### src/rtl/i2cx_pkg.sv
package i2cx_pkg;

    localparam int PTR_W = 7;
    localparam logic [PTR_W-1:0] PTR_MAX = '1;
    localparam logic [2:0] ADDR_PREFIX = 3'b100;

    typedef enum logic [2:0] {
        ST_IDLE, ST_RX, ST_ACK, ST_TX, ST_MACK, ST_HOLD
    } phase_e;

    typedef enum logic [1:0] {
        BK_ADDR, BK_CMD, BK_DATA
    } bytekind_e;

    typedef struct packed {
        logic scl;
        logic sda;
    } lines_t;

    typedef struct packed {
        logic rise;
        logic fall;
        logic start;
        logic stop;
    } bus_ev_t;

    function automatic logic [6:0] dev_addr(input logic [1:0] hi, input logic [1:0] lo);
        return {ADDR_PREFIX, hi, lo};
    endfunction

    function automatic logic [PTR_W-1:0] ptr_next(input logic [PTR_W-1:0] p);
        return (p == PTR_MAX) ? p : p + 1'b1;
    endfunction

endpackage

### src/rtl/i2cx_glitch_filter.sv
module i2cx_glitch_filter #(
    parameter int FILT_LEN = 4
) (
    input  logic clk,
    input  logic rst,
    input  logic din,
    output logic dout
);
    localparam int CW = $clog2(FILT_LEN + 1);

    logic          s1, s2, q;
    logic [CW-1:0] cnt;

    always_ff @(posedge clk) begin
        if (rst) begin
            s1  <= 1'b1;
            s2  <= 1'b1;
            q   <= 1'b1;
            cnt <= '0;
        end else begin
            s1 <= din;
            s2 <= s1;
            if (s2 == q) begin
                cnt <= '0;
            end else if (cnt == CW'(FILT_LEN - 1)) begin
                q   <= s2;
                cnt <= '0;
            end else begin
                cnt <= cnt + 1'b1;
            end
        end
    end

    assign dout = q;

    // a filtered change needs the synchronized level held for at least two cycles
    AST_FILT_HELD: assert property (@(posedge clk) disable iff (rst)
        (q != $past(q)) |-> ($past(s2) == $past(s2, 2)));

endmodule

### src/rtl/i2cx_bus_events.sv
module i2cx_bus_events
    import i2cx_pkg::*;
(
    input  logic    clk,
    input  logic    rst,
    input  lines_t  cur,
    output bus_ev_t ev
);
    lines_t prv;

    always_ff @(posedge clk) begin
        if (rst) prv <= '{scl: 1'b1, sda: 1'b1};
        else     prv <= cur;
    end

    always_comb begin
        ev.rise  = cur.scl & ~prv.scl;
        ev.fall  = ~cur.scl & prv.scl;
        ev.start = cur.scl & prv.scl & prv.sda & ~cur.sda;
        ev.stop  = cur.scl & prv.scl & ~prv.sda & cur.sda;
    end

endmodule

### src/rtl/i2cx_ptr_unit.sv
module i2cx_ptr_unit
    import i2cx_pkg::*;
(
    input  logic             clk,
    input  logic             rst,
    input  logic             load,
    input  logic [PTR_W-1:0] load_val,
    input  logic             inc,
    output logic [PTR_W-1:0] ptr
);
    always_ff @(posedge clk) begin
        if (rst)       ptr <= '0;
        else if (load) ptr <= load_val;
        else if (inc)  ptr <= ptr_next(ptr);
    end

    AST_PTR_SATURATE: assert property (@(posedge clk) disable iff (rst)
        (inc && !load && ptr == PTR_MAX) |=> (ptr == PTR_MAX));
    AST_PTR_STEP: assert property (@(posedge clk) disable iff (rst)
        (inc && !load && ptr != PTR_MAX) |=> (ptr == $past(ptr) + 1'b1));
    AST_PTR_LOAD: assert property (@(posedge clk) disable iff (rst)
        load |=> (ptr == $past(load_val)));

endmodule

### src/rtl/i2c_ptr_slave.sv
module i2c_ptr_slave
    import i2cx_pkg::*;
#(
    parameter int FILT_LEN = 4
) (
    input  logic             clk,
    input  logic             rst,
    input  logic             scl_i,
    input  logic             sda_i,
    output logic             sda_oe,
    input  logic [1:0]       sel_hi,
    input  logic [1:0]       sel_lo,
    output logic [PTR_W-1:0] reg_addr,
    output logic [7:0]       reg_wdata,
    output logic             reg_we,
    output logic             reg_re,
    input  logic [7:0]       reg_rdata
);
    localparam int NLINES = 2;

    logic [NLINES-1:0] raw_v, filt_v;
    lines_t            filt;
    bus_ev_t           ev;

    assign raw_v = {scl_i, sda_i};

    generate
        for (genvar g = 0; g < NLINES; g++) begin : g_line
            i2cx_glitch_filter #(.FILT_LEN(FILT_LEN)) u_filt (
                .clk (clk),
                .rst (rst),
                .din (raw_v[g]),
                .dout(filt_v[g])
            );
        end
    endgenerate

    assign filt = lines_t'(filt_v);

    i2cx_bus_events u_ev (
        .clk(clk),
        .rst(rst),
        .cur(filt),
        .ev (ev)
    );

    phase_e     st;
    bytekind_e  kind;
    logic       rd_mode, got8, mack_ok, drv;
    logic [2:0] bitcnt;
    logic [7:0] sh;
    logic [PTR_W-1:0] ptr;

    logic we_s, fetch_s, cmd_s;

    always_comb begin
        we_s    = (st == ST_ACK) && (kind == BK_DATA) && !rd_mode && ev.rise && !ev.start && !ev.stop;
        fetch_s = ev.fall && (((st == ST_ACK) && rd_mode) || ((st == ST_MACK) && mack_ok));
        cmd_s   = ev.fall && (st == ST_RX) && got8 && (kind == BK_CMD);
    end

    i2cx_ptr_unit u_ptr (
        .clk     (clk),
        .rst     (rst),
        .load    (cmd_s),
        .load_val(sh[PTR_W-1:0]),
        .inc     (we_s | fetch_s),
        .ptr     (ptr)
    );

    always_ff @(posedge clk) begin
        if (rst) begin
            st      <= ST_IDLE;
            kind    <= BK_ADDR;
            rd_mode <= 1'b0;
            got8    <= 1'b0;
            mack_ok <= 1'b0;
            drv     <= 1'b0;
            bitcnt  <= '0;
            sh      <= '0;
        end else if (ev.start) begin
            st      <= ST_RX;
            kind    <= BK_ADDR;
            rd_mode <= 1'b0;
            got8    <= 1'b0;
            drv     <= 1'b0;
            bitcnt  <= '0;
        end else if (ev.stop) begin
            st  <= ST_IDLE;
            drv <= 1'b0;
        end else begin
            unique case (st)
                ST_RX: begin
                    if (ev.rise && !got8) begin
                        sh     <= {sh[6:0], filt.sda};
                        bitcnt <= bitcnt + 1'b1;
                        if (bitcnt == 3'd7) got8 <= 1'b1;
                    end
                    if (ev.fall && got8) begin
                        got8 <= 1'b0;
                        if (kind != BK_ADDR || sh[7:1] == dev_addr(sel_hi, sel_lo)) begin
                            st  <= ST_ACK;
                            drv <= 1'b1;
                            if (kind == BK_ADDR) rd_mode <= sh[0];
                        end else begin
                            st <= ST_IDLE;
                        end
                    end
                end
                ST_ACK: begin
                    if (ev.fall) begin
                        bitcnt <= '0;
                        if (rd_mode) begin
                            st  <= ST_TX;
                            sh  <= reg_rdata;
                            drv <= ~reg_rdata[7];
                        end else begin
                            st   <= ST_RX;
                            drv  <= 1'b0;
                            kind <= (kind == BK_ADDR) ? BK_CMD : BK_DATA;
                        end
                    end
                end
                ST_TX: begin
                    if (ev.fall) begin
                        if (bitcnt == 3'd7) begin
                            st  <= ST_MACK;
                            drv <= 1'b0;
                        end else begin
                            sh     <= {sh[6:0], 1'b0};
                            drv    <= ~sh[6];
                            bitcnt <= bitcnt + 1'b1;
                        end
                    end
                end
                ST_MACK: begin
                    if (ev.rise) mack_ok <= ~filt.sda;
                    if (ev.fall) begin
                        bitcnt <= '0;
                        if (mack_ok) begin
                            st  <= ST_TX;
                            sh  <= reg_rdata;
                            drv <= ~reg_rdata[7];
                        end else begin
                            st <= ST_HOLD;
                        end
                    end
                end
                default: ;
            endcase
        end
    end

    assign sda_oe    = drv;
    assign reg_addr  = ptr;
    assign reg_wdata = sh;
    assign reg_we    = we_s;
    assign reg_re    = fetch_s;

    AST_IDLE_RELEASED: assert property (@(posedge clk) disable iff (rst)
        (st == ST_IDLE) |-> !sda_oe);
    AST_HOLD_RELEASED: assert property (@(posedge clk) disable iff (rst)
        (st == ST_HOLD) |-> (!sda_oe && !reg_re));
    AST_WE_WHILE_ACK: assert property (@(posedge clk) disable iff (rst)
        reg_we |-> sda_oe);
    AST_STROBES_APART: assert property (@(posedge clk) disable iff (rst)
        $onehot0({reg_we, reg_re}));
    AST_WE_SINGLE: assert property (@(posedge clk) disable iff (rst)
        reg_we |=> !reg_we);

endmodule

### config.mk
export PLATFORM = sky130hd
export DESIGN_NAME = i2c_ptr_slave
export DESIGN_NICKNAME = d
export VERILOG_FILES = /design/src/rtl/i2cx_pkg.sv /design/src/rtl/i2cx_glitch_filter.sv /design/src/rtl/i2cx_bus_events.sv /design/src/rtl/i2cx_ptr_unit.sv /design/src/rtl/i2c_ptr_slave.sv
export SDC_FILE = /design/constraint.sdc
export NUM_CORES = 1
export LEC_CHECK = 0
export ABC_CLOCK_PERIOD_IN_PS = 2300
export BUFFER_PORTS_ARGS = -buffer_cell sky130_fd_sc_hd__buf_4
export CAP_MARGIN = 20
export CELL_PAD_IN_SITES_DETAIL_PLACEMENT = 2
export CELL_PAD_IN_SITES_GLOBAL_PLACEMENT = 2
export CORE_MARGIN = 2
export CORE_UTILIZATION = 35
export DETAILED_ROUTE_END_ITERATION = 8
export PLACE_DENSITY_LB_ADDON = 0.1
export SYNTH_ARGS = -nofsm -noshare
export SYNTH_HDL_FRONTEND = slang
export SYNTH_SLANG_ARGS = --single-unit
export TNS_END_PERCENT = 50
### constraint.sdc
create_clock -name clk -period 2.3 [get_ports clk]
set_input_delay 0.115 -clock clk [delete_from_list [all_inputs] [get_ports clk]]
set_output_delay 0.115 -clock clk [all_outputs]
set_load 0.02 [all_outputs]
==> results of run 1 <==
-- critical path, delay by kind of cell, from the launching register on --
kind            cells  cell delay, ps
buf+inv             1             250
flops               1             340
simple gates        3             720
fa+ha+maj           2             390
compound gates      2             310
-- sequential cells by signal (all words and copies together) (netlist names), 2 cells and up --
| signal | cells |
|---|---|
| reg_wdata | 8 |
| u_ptr.ptr | 7 |
| g_line.u_filt.cnt | 6 |
| bitcnt | 3 |
| st | 3 |
| g_line.u_filt.dout | 2 |
| g_line.u_filt.s1 | 2 |
| g_line.u_filt.s2 | 2 |
| kind | 2 |
| u_ev.prv | 2 |
-- placed cells by master (no fill, tap or decap), types with 6 or more instances in the layout --
| master | instances |
|---|---|
| a21oi_1 | 14 |
| a211oi_1 | 6 |
| inv_1 | 12 |
| xnor2_1 | 8 |
| dfxtp_1 | 41 |
| nor4_1 | 7 |
| nand3_1 | 7 |
| a31o_1 | 7 |
| o21ai_0 | 10 |
| buf_4 | 42 |
| nor3_1 | 7 |
| mux2i_1 | 10 |
| nand2_1 | 17 |
| nor2_1 | 27 |
| ha_1 | 7 |
-- power by group through the flow --
| stage | registers, W | logic (W) | clock network [W] |
|---|---|---|---|
| 2_1_floorplan | 0.000732 | 0.0000217 | 0 |
| 3_3_place_gp | 0.000732 | 0.0000503 | 0 |
| 6_report | 0.000716 | 0.0000538 | 0.000547 |
| 5_1_grt | 0.000716 | 0.0000594 | 0.000597 |
| 3_5_place_dp | 0.000732 | 0.0000517 | 0 |
| 4_1_cts | 0.000716 | 0.0000545 | 0.000561 |
-- cell families after synthesis --
| group | share of synthesized area |
|---|---|
| AND/OR/NAND/NOR | 0.257 |
| AO/OA/AOI/OAI | 0.199 |
| XOR/XNOR | 0.0411 |
| buffers and inverters | 0.0683 |
| multiplexers | 0.0475 |
| adder cells (fa/ha/maj) | 0.0373 |
| flip-flops | 0.350 |
-- synthesized netlist by cell type, types with 3 or more instances --
| master | count |
|---|---|
| a211oi_1 | 6 |
| a21oi_1 | 14 |
| a31o_1 | 7 |
| buf_2 | 5 |
| buf_6 | 4 |
| clkbuf_1 | 4 |
| dfxtp_1 | 41 |
| ha_1 | 7 |
| inv_1 | 12 |
| mux2i_1 | 10 |
| nand2_1 | 17 |
| nand3_1 | 7 |
| nand4_1 | 5 |
| nor2_1 | 27 |
| nor2b_1 | 3 |
| nor3_1 | 7 |
| nor3b_1 | 3 |
| nor4_1 | 7 |
| o21ai_0 | 10 |
| o311ai_0 | 3 |
| or2_2 | 5 |
| xnor2_1 | 8 |
| xor2_1 | 3 |
-- cell type report --
class / count / area (sq um) / share of cell area
multi-input cells: 192 / 1370 / 0.490
flip-flops and latches: 41 / 821 / 0.294
inverters: 14 / 53.8 / 0.0193
well taps: 77 / 96.3 / 0.0345
clock buffers: 5 / 68.8 / 0.0247
repair buffers: 45 / 355 / 0.127
clock inverters: 3 / 28.8 / 0.0103
-- worst min-delay path by stage --
| stage | slack [ps] | cells past startpoint | endpoint |
|---|---|---|---|
| 2_1_floorplan | 220 | 1 | g_line[0].u_filt.s1 |
| 3_3_place_gp | 300 | 2 | g_line[0].u_filt.s1 |
| 3_5_place_dp | 310 | 2 | g_line[0].u_filt.s1 |
| 4_1_cts | 180 | 2 | mack_ok |
| 5_1_grt | 210 | 2 | mack_ok |
| 6_report | 180 | 2 | mack_ok |
-- metrics by stage --
stage | total power [W] | utilization
detailed placement | 0.000784 | 0.416
CTS | 0.00133 | 0.434
floorplan | 0.000753 | -
global placement | 0.000782 | 0.416
finish | 0.00132 | 0.435
global route | 0.00137 | 0.435
-- what timing repair did --
action                     4_1_cts  5_1_grt
hold endpoints to repair         2        0
setup endpoints to repair        0        1
hold buffers                     2        0
gates resized for setup          0        1
setup buffers                    0        0
-- routing by layer --
| metal | part of all wire | wire length, um | GRT usage |
|---|---|---|---|
| met3 | 0.031 | 223 | 0.0356 |
| met1 | 0.48 | 3410 | 0.278 |
| met5 | 0 | 0 | 0 |
| met4 | 0.011 | 79 | 0.0548 |
| met2 | 0.48 | 3440 | 0.358 |
==> impl_metrics.xml, run 1 <==
<?xml version="1.0" encoding="UTF-8"?>
<metrics>
  <group name="run_status">
    <metric name="status" unit="">finished clean</metric>
  </group>
  <group name="floorplanning">
    <metric name="floorplan.die.width" unit="um">85.9</metric>
    <metric name="io_pins" unit="">34</metric>
    <metric name="placement_rows" unit="">29</metric>
    <metric name="initial_core_util" unit="">0.365</metric>
    <metric name="design.core.area" unit="sq um">6420</metric>
    <metric name="die_area" unit="sq um">7370</metric>
    <metric name="die-height" unit="um">85.9</metric>
  </group>
  <group name="critical_path">
    <metric name="worst_setup_path_endpoint" unit="">reg_wdata[2]</metric>
    <metric name="endpoint_of_the_worst_register_to_register_path" unit="">reg_wdata[2]</metric>
    <metric name="reg2reg_setup_slack" unit="ps">230</metric>
    <metric name="reg2reg_from" unit="">bitcnt[0]</metric>
    <metric name="slowest_stage" unit="">dfxtp_1</metric>
    <metric name="worstSetupEndpointType" unit="">register</metric>
    <metric name="worstSetupStartpoint" unit="">bitcnt[0]</metric>
    <metric name="worstSetupStartpointType" unit="">register</metric>
    <metric name="r2r.worst_path.cells" unit="">8</metric>
    <metric name="critical_path_required" unit="ps">2560</metric>
    <metric name="worst_ep_arrival_time" unit="ps">2330</metric>
    <metric name="crit_fanout" unit="">7</metric>
    <metric name="timing.critical_path.cells" unit="">ha_1, ha_1, and2_1, o31ai_2, nand4_1, buf_4, nor4_1, a31o_1</metric>
    <metric name="worstSetupPathType" unit="">register to register</metric>
    <metric name="cp_slowest_stage_delay" unit="ps">340</metric>
    <metric name="path_common_cell" unit="">ha_1</metric>
  </group>
  <group name="min_path">
    <metric name="worst_hold_path_type" unit="">input port to register</metric>
    <metric name="hp-start" unit="">rst</metric>
  </group>
  <group name="timing">
    <metric name="timing.max_slew.rel_slack" unit="">0.698</metric>
    <metric name="report.final.hold_viol_count" unit="">0</metric>
    <metric name="tightest_slew" unit="ps">452</metric>
    <metric name="crit_path_time_final" unit="ps">2070</metric>
    <metric name="max_freq" unit="GHz">0.482</metric>
    <metric name="final_setup_slack_of_the_worst_path" unit="ps">226</metric>
    <metric name="setup_repair_after_global_routing_missed_its_margin" unit="">no</metric>
    <metric name="timing.clock.skew" unit="ps">7.97</metric>
    <metric name="hold_ws" unit="ps">179</metric>
    <metric name="report.final.setup_viol" unit="">0</metric>
    <metric name="timing.setup.tns" unit="ps">0</metric>
    <metric name="final-max-slew-violation-count" unit="">0</metric>
    <metric name="finalCritPeriodShare" unit="">0.902</metric>
  </group>
  <group name="synthesis">
    <metric name="synth_fp_nets" unit="">285</metric>
    <metric name="synth-edff-count" unit="">0</metric>
    <metric name="synth.top_cells.by_area" unit="">dfxtp_1 35%, nor2_1 4.3%, mux2i_1 4.3%, ha_1 3.7%, a21oi_1 3.0%</metric>
    <metric name="ys_seq_area_frac" unit="">0.350</metric>
    <metric name="synthCells" unit="">262</metric>
    <metric name="post_synth_instance_area" unit="sq um">2350</metric>
    <metric name="avgSynthCellArea" unit="sq um">8.95</metric>
    <metric name="synth.largest_area_cell" unit="">dfxtp_1</metric>
    <metric name="yosysWarningCount" unit="">0</metric>
    <metric name="netlist.area_leader.share" unit="">0.350</metric>
    <metric name="flip_flop_and_latch_count_after_synthesis" unit="">41</metric>
    <metric name="proportion_of_register_bits_with_asynchronous_set_or_reset_after_synthesis" unit="">0</metric>
    <metric name="synth_flop_cell" unit="">dfxtp_1</metric>
    <metric name="synth_cell_type_count" unit="">63</metric>
  </group>
  <group name="route">
    <metric name="routed_via_count" unit="">2115</metric>
    <metric name="drt.antenna.violating_nets" unit="">0</metric>
    <metric name="detail_route.iter0.violations" unit="">36</metric>
    <metric name="vias_per_cell" unit="">5.61</metric>
    <metric name="drt-pass1-iter-count" unit="">4</metric>
    <metric name="route.detailed.drc" unit="">0</metric>
    <metric name="post_detailed_route_wirelength_per_cell" unit="um">19.0</metric>
    <metric name="route.final.wire_length" unit="mm">7.15</metric>
  </group>
  <group name="flow_run">
    <metric name="timing.max_cap.violations" unit="">0</metric>
  </group>
  <group name="pwr">
    <metric name="power_report.internal_total" unit="W">0.000971</metric>
    <metric name="switching_power" unit="W">0.000346</metric>
    <metric name="peakVddDrop" unit="V">0.000195</metric>
    <metric name="power.combinational.fraction" unit="">0.041</metric>
    <metric name="power_per_cell_area" unit="nW/um^2">472</metric>
    <metric name="clkPwrFrac" unit="">0.416</metric>
    <metric name="reg_power_frac" unit="">0.543</metric>
    <metric name="p_leak" unit="nW">1.14</metric>
    <metric name="power_switching_share" unit="">0.262</metric>
  </group>
  <group name="global_routing">
    <metric name="gr-total-overflow" unit="">0</metric>
    <metric name="first_global_vias" unit="">2318</metric>
    <metric name="grt.total_usage" unit="">0.211</metric>
    <metric name="pin_count_of_the_biggest_net_entering_global_routing" unit="">27</metric>
    <metric name="wire_length_of_the_first_global_routing_pass" unit="mm">12.4</metric>
    <metric name="number_of_antenna_violations_at_the_first_check_in_global_routing" unit="">0</metric>
  </group>
  <group name="place">
    <metric name="dpl.hpwl" unit="mm">5.34</metric>
    <metric name="portBuffers" unit="">33</metric>
    <metric name="placed_cells" unit="">367</metric>
    <metric name="dpl_cell_area" unit="sq um">2670</metric>
    <metric name="finalWeightedCongestion" unit="">0.816</metric>
    <metric name="dp_worst_setup_slack" unit="ps">172</metric>
  </group>
  <group name="clock_network">
    <metric name="clock_pin_slew_worst_setup_and_hold_paths" unit="ps">100</metric>
    <metric name="cts-buffers-inserted" unit="">5</metric>
    <metric name="max-clock-path-buffers" unit="">2</metric>
    <metric name="tritoncts" unit="">built</metric>
    <metric name="clock_tree.htree_level_count" unit="">2</metric>
    <metric name="clk-insertion-delay-late" unit="ps">310</metric>
    <metric name="numClockSinks" unit="">41</metric>
    <metric name="clockRootBuffer" unit="">clkbuf_8</metric>
  </group>
  <group name="final_layout">
    <metric name="stdcell_area" unit="sq um">2790</metric>
    <metric name="instances_no_fill" unit="">377</metric>
    <metric name="antennaDiodeCount" unit="">0</metric>
    <metric name="n_fill_cell" unit="">726</metric>
    <metric name="flow.area_growth_from_synthesis" unit="%">19.0</metric>
    <metric name="design.final.nets" unit="">322</metric>
    <metric name="post_route_cells_drive_above_1_share" unit="">0.260</metric>
  </group>
</metrics>
Note: power is estimated with default switching activity, not from simulation.
==> run 2, diff against run 1 <==
ABC_CLOCK_PERIOD_IN_PS = 1700   (was 2300)
CORE_UTILIZATION = 31   (was 35)
clock period = 1.7 ns   (was 2.3 ns; I/O delays follow)
==> run 2 against run 1 <==
  * The flow now finishes with violations (negative setup slack)
  * Highest routed layer unchanged
  * Worst hold slack worse by 160 ps
  * Power is 30% higher
  * Largest power group unchanged
  * Critical path depth stayed put
  * Critical path type unchanged
  * Core utilization is 2.3 points higher
  * Clock skew is 2.8 ps higher
==> impl_metrics.xml, run 2 (synthesis gave the netlist of run 1 again) <==
<?xml version="1.0" encoding="UTF-8"?>
<metrics>
  <group name="floorplanning">
    <metric name="initial_core_util" unit="">0.322</metric>
    <metric name="floorplan.die.width" unit="um">91.0</metric>
    <metric name="die-height" unit="um">91.0</metric>
    <metric name="design.core.area" unit="sq um">7290</metric>
    <metric name="die_area" unit="sq um">8280</metric>
    <metric name="io_pins" unit="">34</metric>
    <metric name="placement_rows" unit="">31</metric>
  </group>
  <group name="flow_run">
    <metric name="timing.max_cap.violations" unit="">0</metric>
  </group>
  <group name="final_layout">
    <metric name="post_route_cells_drive_above_1_share" unit="">0.418</metric>
    <metric name="postLayoutCoreUtil" unit="">0.457</metric>
    <metric name="number_of_flip_flops_under_the_largest_register_name" unit="">8</metric>
    <metric name="most_common_cell_after_layout_fill_and_taps_aside" unit="">buf_4</metric>
    <metric name="most-common-layout-cells" unit="">78 x buf_4, 35 x dfxtp_1, 27 x nor2_1</metric>
    <metric name="antennaDiodeCount" unit="">0</metric>
    <metric name="design.final.nets" unit="">369</metric>
    <metric name="n_fill_cell" unit="">850</metric>
    <metric name="flow.area_growth_from_synthesis" unit="%">42.1</metric>
  </group>
  <group name="timing">
    <metric name="max_freq" unit="GHz">0.494</metric>
    <metric name="finalCritPeriodShare" unit="">1.19</metric>
    <metric name="crit_path_time_final" unit="ps">2020</metric>
    <metric name="timing.clock.skew" unit="ps">10.8</metric>
    <metric name="final-max-slew-violation-count" unit="">0</metric>
    <metric name="final_setup_slack_of_the_worst_path" unit="ps">-324</metric>
    <metric name="tightest_slew" unit="ps">458</metric>
    <metric name="setup_repair_after_global_routing_missed_its_margin" unit="">yes</metric>
    <metric name="report.final.hold_viol_count" unit="">0</metric>
    <metric name="timing.max_slew.rel_slack" unit="">0.691</metric>
    <metric name="report.final.setup_viol" unit="">17</metric>
    <metric name="timing.setup.tns" unit="ps">-3190</metric>
  </group>
  <group name="clock_network">
    <metric name="numClockSinks" unit="">41</metric>
    <metric name="tritoncts" unit="">built</metric>
    <metric name="cts-buffers-inserted" unit="">5</metric>
    <metric name="clk-insertion-delay-late" unit="ps">300</metric>
    <metric name="clock_pin_slew_worst_setup_and_hold_paths" unit="ps">90</metric>
    <metric name="clock_tree.htree_level_count" unit="">2</metric>
    <metric name="max-clock-path-buffers" unit="">2</metric>
    <metric name="clockRootBuffer" unit="">clkbuf_8</metric>
  </group>
  <group name="critical_path">
    <metric name="endpoint_of_the_worst_register_to_register_path" unit="">bitcnt[2]</metric>
    <metric name="path_common_cell" unit="">ha_4</metric>
    <metric name="r2r.worst_path.cells" unit="">8</metric>
    <metric name="timing.critical_path.depth" unit="">8</metric>
    <metric name="worstSetupPathType" unit="">register to register</metric>
    <metric name="critical_path_required" unit="ps">1920</metric>
    <metric name="worst_setup_path_endpoint" unit="">bitcnt[2]</metric>
    <metric name="slowest_stage" unit="">or3b_1</metric>
    <metric name="worst-path-buf-inv" unit="">1</metric>
    <metric name="worstSetupEndpointType" unit="">register</metric>
    <metric name="worst_ep_arrival_time" unit="ps">2250</metric>
    <metric name="cpLargestDelayFamily" unit="">simple AND/OR/NAND/NOR gates</metric>
    <metric name="crit_fanout" unit="">6</metric>
    <metric name="reg2reg_from" unit="">bitcnt[0]</metric>
    <metric name="timing.critical_path.cells" unit="">ha_4, ha_4, and2_4, o31ai_4, nand4_1, buf_6, or3b_1, a21oi_1</metric>
    <metric name="cp_slowest_stage_delay" unit="ps">390</metric>
    <metric name="worstSetupStartpointType" unit="">register</metric>
    <metric name="worstSetupStartpoint" unit="">bitcnt[0]</metric>
    <metric name="reg2reg_setup_slack" unit="ps">-320</metric>
  </group>
  <group name="run_status">
    <metric name="status" unit="">complete, but fails checks</metric>
    <metric name="violations" unit="">negative setup slack</metric>
  </group>
  <group name="global_routing">
    <metric name="first_global_vias" unit="">2439</metric>
    <metric name="wire_length_of_the_first_global_routing_pass" unit="mm">12.8</metric>
    <metric name="gr-total-overflow" unit="">0</metric>
    <metric name="grt.total_usage" unit="">0.199</metric>
    <metric name="pin_count_of_the_biggest_net_entering_global_routing" unit="">18</metric>
    <metric name="number_of_antenna_violations_at_the_first_check_in_global_routing" unit="">0</metric>
  </group>
  <group name="route">
    <metric name="drt-pass1-iter-count" unit="">4</metric>
    <metric name="vias_per_cell" unit="">5.13</metric>
    <metric name="route.detailed.drc" unit="">0</metric>
    <metric name="detail_route.iter0.violations" unit="">71</metric>
    <metric name="route.final.wire_length" unit="mm">8.13</metric>
    <metric name="routed_via_count" unit="">2289</metric>
    <metric name="drt.antenna.violating_nets" unit="">0</metric>
    <metric name="post_detailed_route_wirelength_per_cell" unit="um">18.2</metric>
  </group>
  <group name="place">
    <metric name="portBuffers" unit="">33</metric>
    <metric name="dpl.hpwl" unit="mm">6.11</metric>
    <metric name="finalWeightedCongestion" unit="">0.773</metric>
  </group>
  <group name="min_path">
    <metric name="worst_hold_path_type" unit="">input port to register</metric>
  </group>
  <group name="pwr">
    <metric name="peakVddDrop" unit="V">0.000261</metric>
    <metric name="total_power" unit="W">0.00171</metric>
    <metric name="p_leak" unit="nW">1.45</metric>
    <metric name="power_per_cell_area" unit="nW/um^2">514</metric>
  </group>
</metrics>
==> run 2: cell count changes in the layout (fill, tap and decap cells not counted), moves of 3 or more <==
cell        before  now
dfxtp_2          0    4
dfxtp_1         41   35
clkinvlp_4       0    3
buf_6            0    8
buf_4           42   78
==> run 2: worst min-delay path by stage <==
stage | slack [ps] | end | cells past startpoint | from
6_report | 20 | st[0] | 2 | rst
5_1_grt | 40 | st[0] | 2 | rst
4_1_cts | 10 | st[0] | 2 | rst
3_5_place_dp | 280 | g_line[1].u_filt.s1 | 2 | scl_i
3_3_place_gp | 270 | g_line[1].u_filt.s1 | 2 | scl_i
2_1_floorplan | 190 | g_line[0].u_filt.s1 | 1 | sda_i
==> run 2: final cells by class <==
| type | instances | area [sq um] | area share |
|---|---|---|---|
| inverter | 14 | 62.6 | 0.0188 |
| clock inverter | 3 | 22.5 | 0.00675 |
| multi-input combinational | 192 | 1460 | 0.439 |
| clock buffer | 5 | 68.8 | 0.0206 |
| timing repair buffer | 92 | 761 | 0.228 |
| tap | 99 | 124 | 0.0371 |
| sequential | 41 | 833 | 0.250 |
==> run 2: stage by stage <==
| step | setup slack, ps | area (sq um) | cells | hold slack, ps |
|---|---|---|---|---|
| 2_1_floorplan | -82.7 | 2380 | 262 | 189 |
| 3_3_place_gp | -147 | 3030 | 427 | 270 |
| 3_5_place_dp | -262 | 3030 | 427 | 280 |
| 4_1_cts | -222 | 3280 | 444 | 13.5 |
| 5_1_grt | -417 | 3330 | 446 | 38.5 |
| 6_report | -324 | 3330 | 446 | 21.8 |
==> run 2: per-layer routing <==
metal  track usage  up-vias  wire length (um)
li1              -     1111                 -
met1         0.245     1146              3650
met2         0.364       27              4230
met3        0.0282        5               182
met4        0.0492        0                69
met5             0        -                 0
==> run 2: power by group <==
group	switching [W]	total, W	internal, W
clock network	0.000381	0.000669	0.000288
registers	0.00000264	0.000965	0.000962
logic	0.0000374	0.0000783	0.0000410
total	0.000421	0.00171	0.00129
==> run 2: worst reg2reg max path, stage by stage (launching register included) <==
cell     delay [ps]
dfxtp_2         340
ha_4            170
ha_4            160
and2_4          140
o31ai_4         160
nand4_1         220
buf_6           200
or3b_1          390
a21oi_1         160
==> run 2: timing repair <==
item / CTS / global route
hold buffers: 2 / 0
pin swaps: 11 / 10
hold endpoints to repair: 2 / 0
resized for setup: 22 / 10
setup endpoints to repair: 22 / 21
gates cloned: 0 / 1
setup buffers: 7 / 1
==> run 3, diff against run 2 <==
ABC_CLOCK_PERIOD_IN_PS = 2050   (was 1700)
CORE_UTILIZATION = 35   (was 31)
clock period = 2.05 ns   (was 1.7 ns; I/O delays follow)
==> run 3 against run 2 <==
  * The flow now finishes without violations
  * Non-clock buffer count is 37 lower
  * Maximum frequency is 3.2% higher
  * Clock-buffer cell count stayed put
  * Sequential power is 17% lower
  * Power is 9.3% lower
  * Sequential share of layout area is 2.7 points higher
  * Worst setup slack better by 410 ps
  * First-iteration DRC count is 44% lower
  * Die area is 11% lower
  * Critical endpoint is now bitcnt[1]
==> impl_metrics.xml, run 3 (synthesis gave the netlist of run 1 again) <==
<?xml version="1.0" encoding="UTF-8"?>
<metrics>
  <group name="global_routing">
    <metric name="grt.total_usage" unit="">0.206</metric>
    <metric name="first_global_vias" unit="">2247</metric>
    <metric name="pin_count_of_the_biggest_net_entering_global_routing" unit="">27</metric>
    <metric name="wire_length_of_the_first_global_routing_pass" unit="mm">11.9</metric>
    <metric name="gr-total-overflow" unit="">0</metric>
    <metric name="number_of_antenna_violations_at_the_first_check_in_global_routing" unit="">0</metric>
  </group>
  <group name="critical_path">
    <metric name="timing.critical_path.cells" unit="">ha_2, ha_2, and2_4, o31ai_4, nand4_1, buf_6, or3b_4, a21oi_2</metric>
    <metric name="worstSetupStartpointType" unit="">register</metric>
    <metric name="worst_ep_arrival_time" unit="ps">2200</metric>
    <metric name="cpLargestDelayFamily" unit="">simple AND/OR/NAND/NOR gates</metric>
    <metric name="path_common_cell" unit="">ha_2</metric>
    <metric name="crit_fanout" unit="">6</metric>
    <metric name="cp_slowest_stage_delay" unit="ps">380</metric>
    <metric name="slowest_stage" unit="">or3b_4</metric>
    <metric name="worst-path-buf-inv" unit="">1</metric>
    <metric name="critical_path_required" unit="ps">2290</metric>
    <metric name="worstSetupPathType" unit="">register to register</metric>
    <metric name="worstSetupEndpointType" unit="">register</metric>
  </group>
  <group name="final_layout">
    <metric name="flow.area_growth_from_synthesis" unit="%">26.9</metric>
    <metric name="post_route_cells_drive_above_1_share" unit="">0.332</metric>
    <metric name="most-common-layout-cells" unit="">50 x buf_4, 38 x dfxtp_1, 27 x nor2_1</metric>
    <metric name="antennaDiodeCount" unit="">0</metric>
    <metric name="instances_no_fill" unit="">387</metric>
    <metric name="design.final.nets" unit="">332</metric>
    <metric name="stdcell_area" unit="sq um">2980</metric>
    <metric name="most_common_cell_after_layout_fill_and_taps_aside" unit="">buf_4</metric>
    <metric name="number_of_flip_flops_under_the_largest_register_name" unit="">8</metric>
  </group>
  <group name="floorplanning">
    <metric name="io_pins" unit="">34</metric>
    <metric name="die_area" unit="sq um">7370</metric>
    <metric name="initial_core_util" unit="">0.365</metric>
    <metric name="die-height" unit="um">85.9</metric>
    <metric name="placement_rows" unit="">29</metric>
    <metric name="design.core.area" unit="sq um">6420</metric>
    <metric name="floorplan.die.width" unit="um">85.9</metric>
  </group>
  <group name="timing">
    <metric name="setup_repair_after_global_routing_missed_its_margin" unit="">yes</metric>
    <metric name="finalCritPeriodShare" unit="">0.957</metric>
    <metric name="max_freq" unit="GHz">0.510</metric>
    <metric name="tightest_slew" unit="ps">433</metric>
    <metric name="timing.clock.skew" unit="ps">8.85</metric>
    <metric name="report.final.setup_viol" unit="">0</metric>
    <metric name="crit_path_time_final" unit="ps">1960</metric>
    <metric name="timing.max_slew.rel_slack" unit="">0.708</metric>
    <metric name="report.final.hold_viol_count" unit="">0</metric>
    <metric name="final-max-slew-violation-count" unit="">0</metric>
    <metric name="hold_ws" unit="ps">200</metric>
  </group>
  <group name="route">
    <metric name="vias_per_cell" unit="">5.47</metric>
    <metric name="routed_via_count" unit="">2116</metric>
    <metric name="detail_route.iter0.violations" unit="">40</metric>
    <metric name="drt-pass1-iter-count" unit="">4</metric>
    <metric name="route.final.wire_length" unit="mm">7.22</metric>
    <metric name="post_detailed_route_wirelength_per_cell" unit="um">18.7</metric>
    <metric name="route.detailed.drc" unit="">0</metric>
    <metric name="drt.antenna.violating_nets" unit="">0</metric>
  </group>
  <group name="place">
    <metric name="dpl_cell_area" unit="sq um">2720</metric>
    <metric name="portBuffers" unit="">33</metric>
    <metric name="placed_cells" unit="">373</metric>
    <metric name="dpl.hpwl" unit="mm">5.24</metric>
    <metric name="finalWeightedCongestion" unit="">0.748</metric>
  </group>
  <group name="clock_network">
    <metric name="cts-buffers-inserted" unit="">5</metric>
    <metric name="numClockSinks" unit="">41</metric>
    <metric name="clockRootBuffer" unit="">clkbuf_8</metric>
    <metric name="clock_tree.htree_level_count" unit="">2</metric>
    <metric name="clock_pin_slew_worst_setup_and_hold_paths" unit="ps">90</metric>
    <metric name="clk-insertion-delay-late" unit="ps">310</metric>
    <metric name="max-clock-path-buffers" unit="">2</metric>
    <metric name="tritoncts" unit="">built</metric>
  </group>
  <group name="pwr">
    <metric name="p_leak" unit="nW">1.20</metric>
    <metric name="power_per_cell_area" unit="nW/um^2">522</metric>
    <metric name="peakVddDrop" unit="V">0.000228</metric>
  </group>
  <group name="run_status">
    <metric name="status" unit="">finished clean</metric>
  </group>
  <group name="min_path">
    <metric name="worst_hold_path_type" unit="">input port to register</metric>
  </group>
  <group name="flow_run">
    <metric name="timing.max_cap.violations" unit="">0</metric>
  </group>
</metrics>
run 3: changes by cell type in the layout (fill, tap and decap cells not counted), moves of 3 or more:
| cell | change |
|---|---|
| buf_4 | -28 |
| buf_6 | -6 |
| nor4_1 | -6 |
| nor4_2 | +4 |
| dfxtp_1 | +3 |
run 3: where the power goes:
group | internal [W] | leakage, nW | switching, W
combinational | 0.0000297 | 0.816 | 0.0000304
clock | 0.000365 | 0.0543 | 0.000326
sequential | 0.000800 | 0.333 | 0.00000202
run 3: repair_timing:
item                       in CTS  in global routing
setup buffers                   2                  1
hold buffers                    2                  0
hold endpoints to repair        2                  0
setup endpoints to repair       8                 21
resized for setup              10                 12
gates cloned                    1                  0
pin swaps                       5                  1
run 3: stage by stage:
stage,TNS (ps),total power [W],utilization,setup WS [ps]
2_1_floorplan,0,0.000845,-,166
3_3_place_gp,0,0.000875,0.423,55.7
3_5_place_dp,-15.7,0.000877,0.423,-15.7
4_1_cts,0,0.00157,0.454,0.383
5_1_grt,-60.4,0.00160,0.464,-26.3
6_report,0,0.00155,0.464,88.2
run 3: final timing paths:
check	start	end	slack (ps)	depth (start not counted)
max	bitcnt[0]	bitcnt[1]	90	8
min	rst	mack_ok	200	2
max reg2reg	bitcnt[0]	bitcnt[1]	90	8
min reg2reg	g_line[0].u_filt.s1	g_line[0].u_filt.s2	420	1
run 3: layout make-up:
type | count | area, sq um
clock buffers | 5 | 68.8
clock inverters | 3 | 46.3
fillers | 709 | 3440
inverters | 14 | 53.8
multi-input cells | 192 | 1450
flip-flops and latches | 41 | 825
well taps | 77 | 96.3
repair buffers | 55 | 438
run 3: routing by layer:
metal,track usage,up-vias,part of all wire
met3,0.0356,7,0.025
met4,0.0390,0,0.0083
li1,-,1042,-
met2,0.342,27,0.49
met1,0.282,1040,0.48
met5,0,-,0
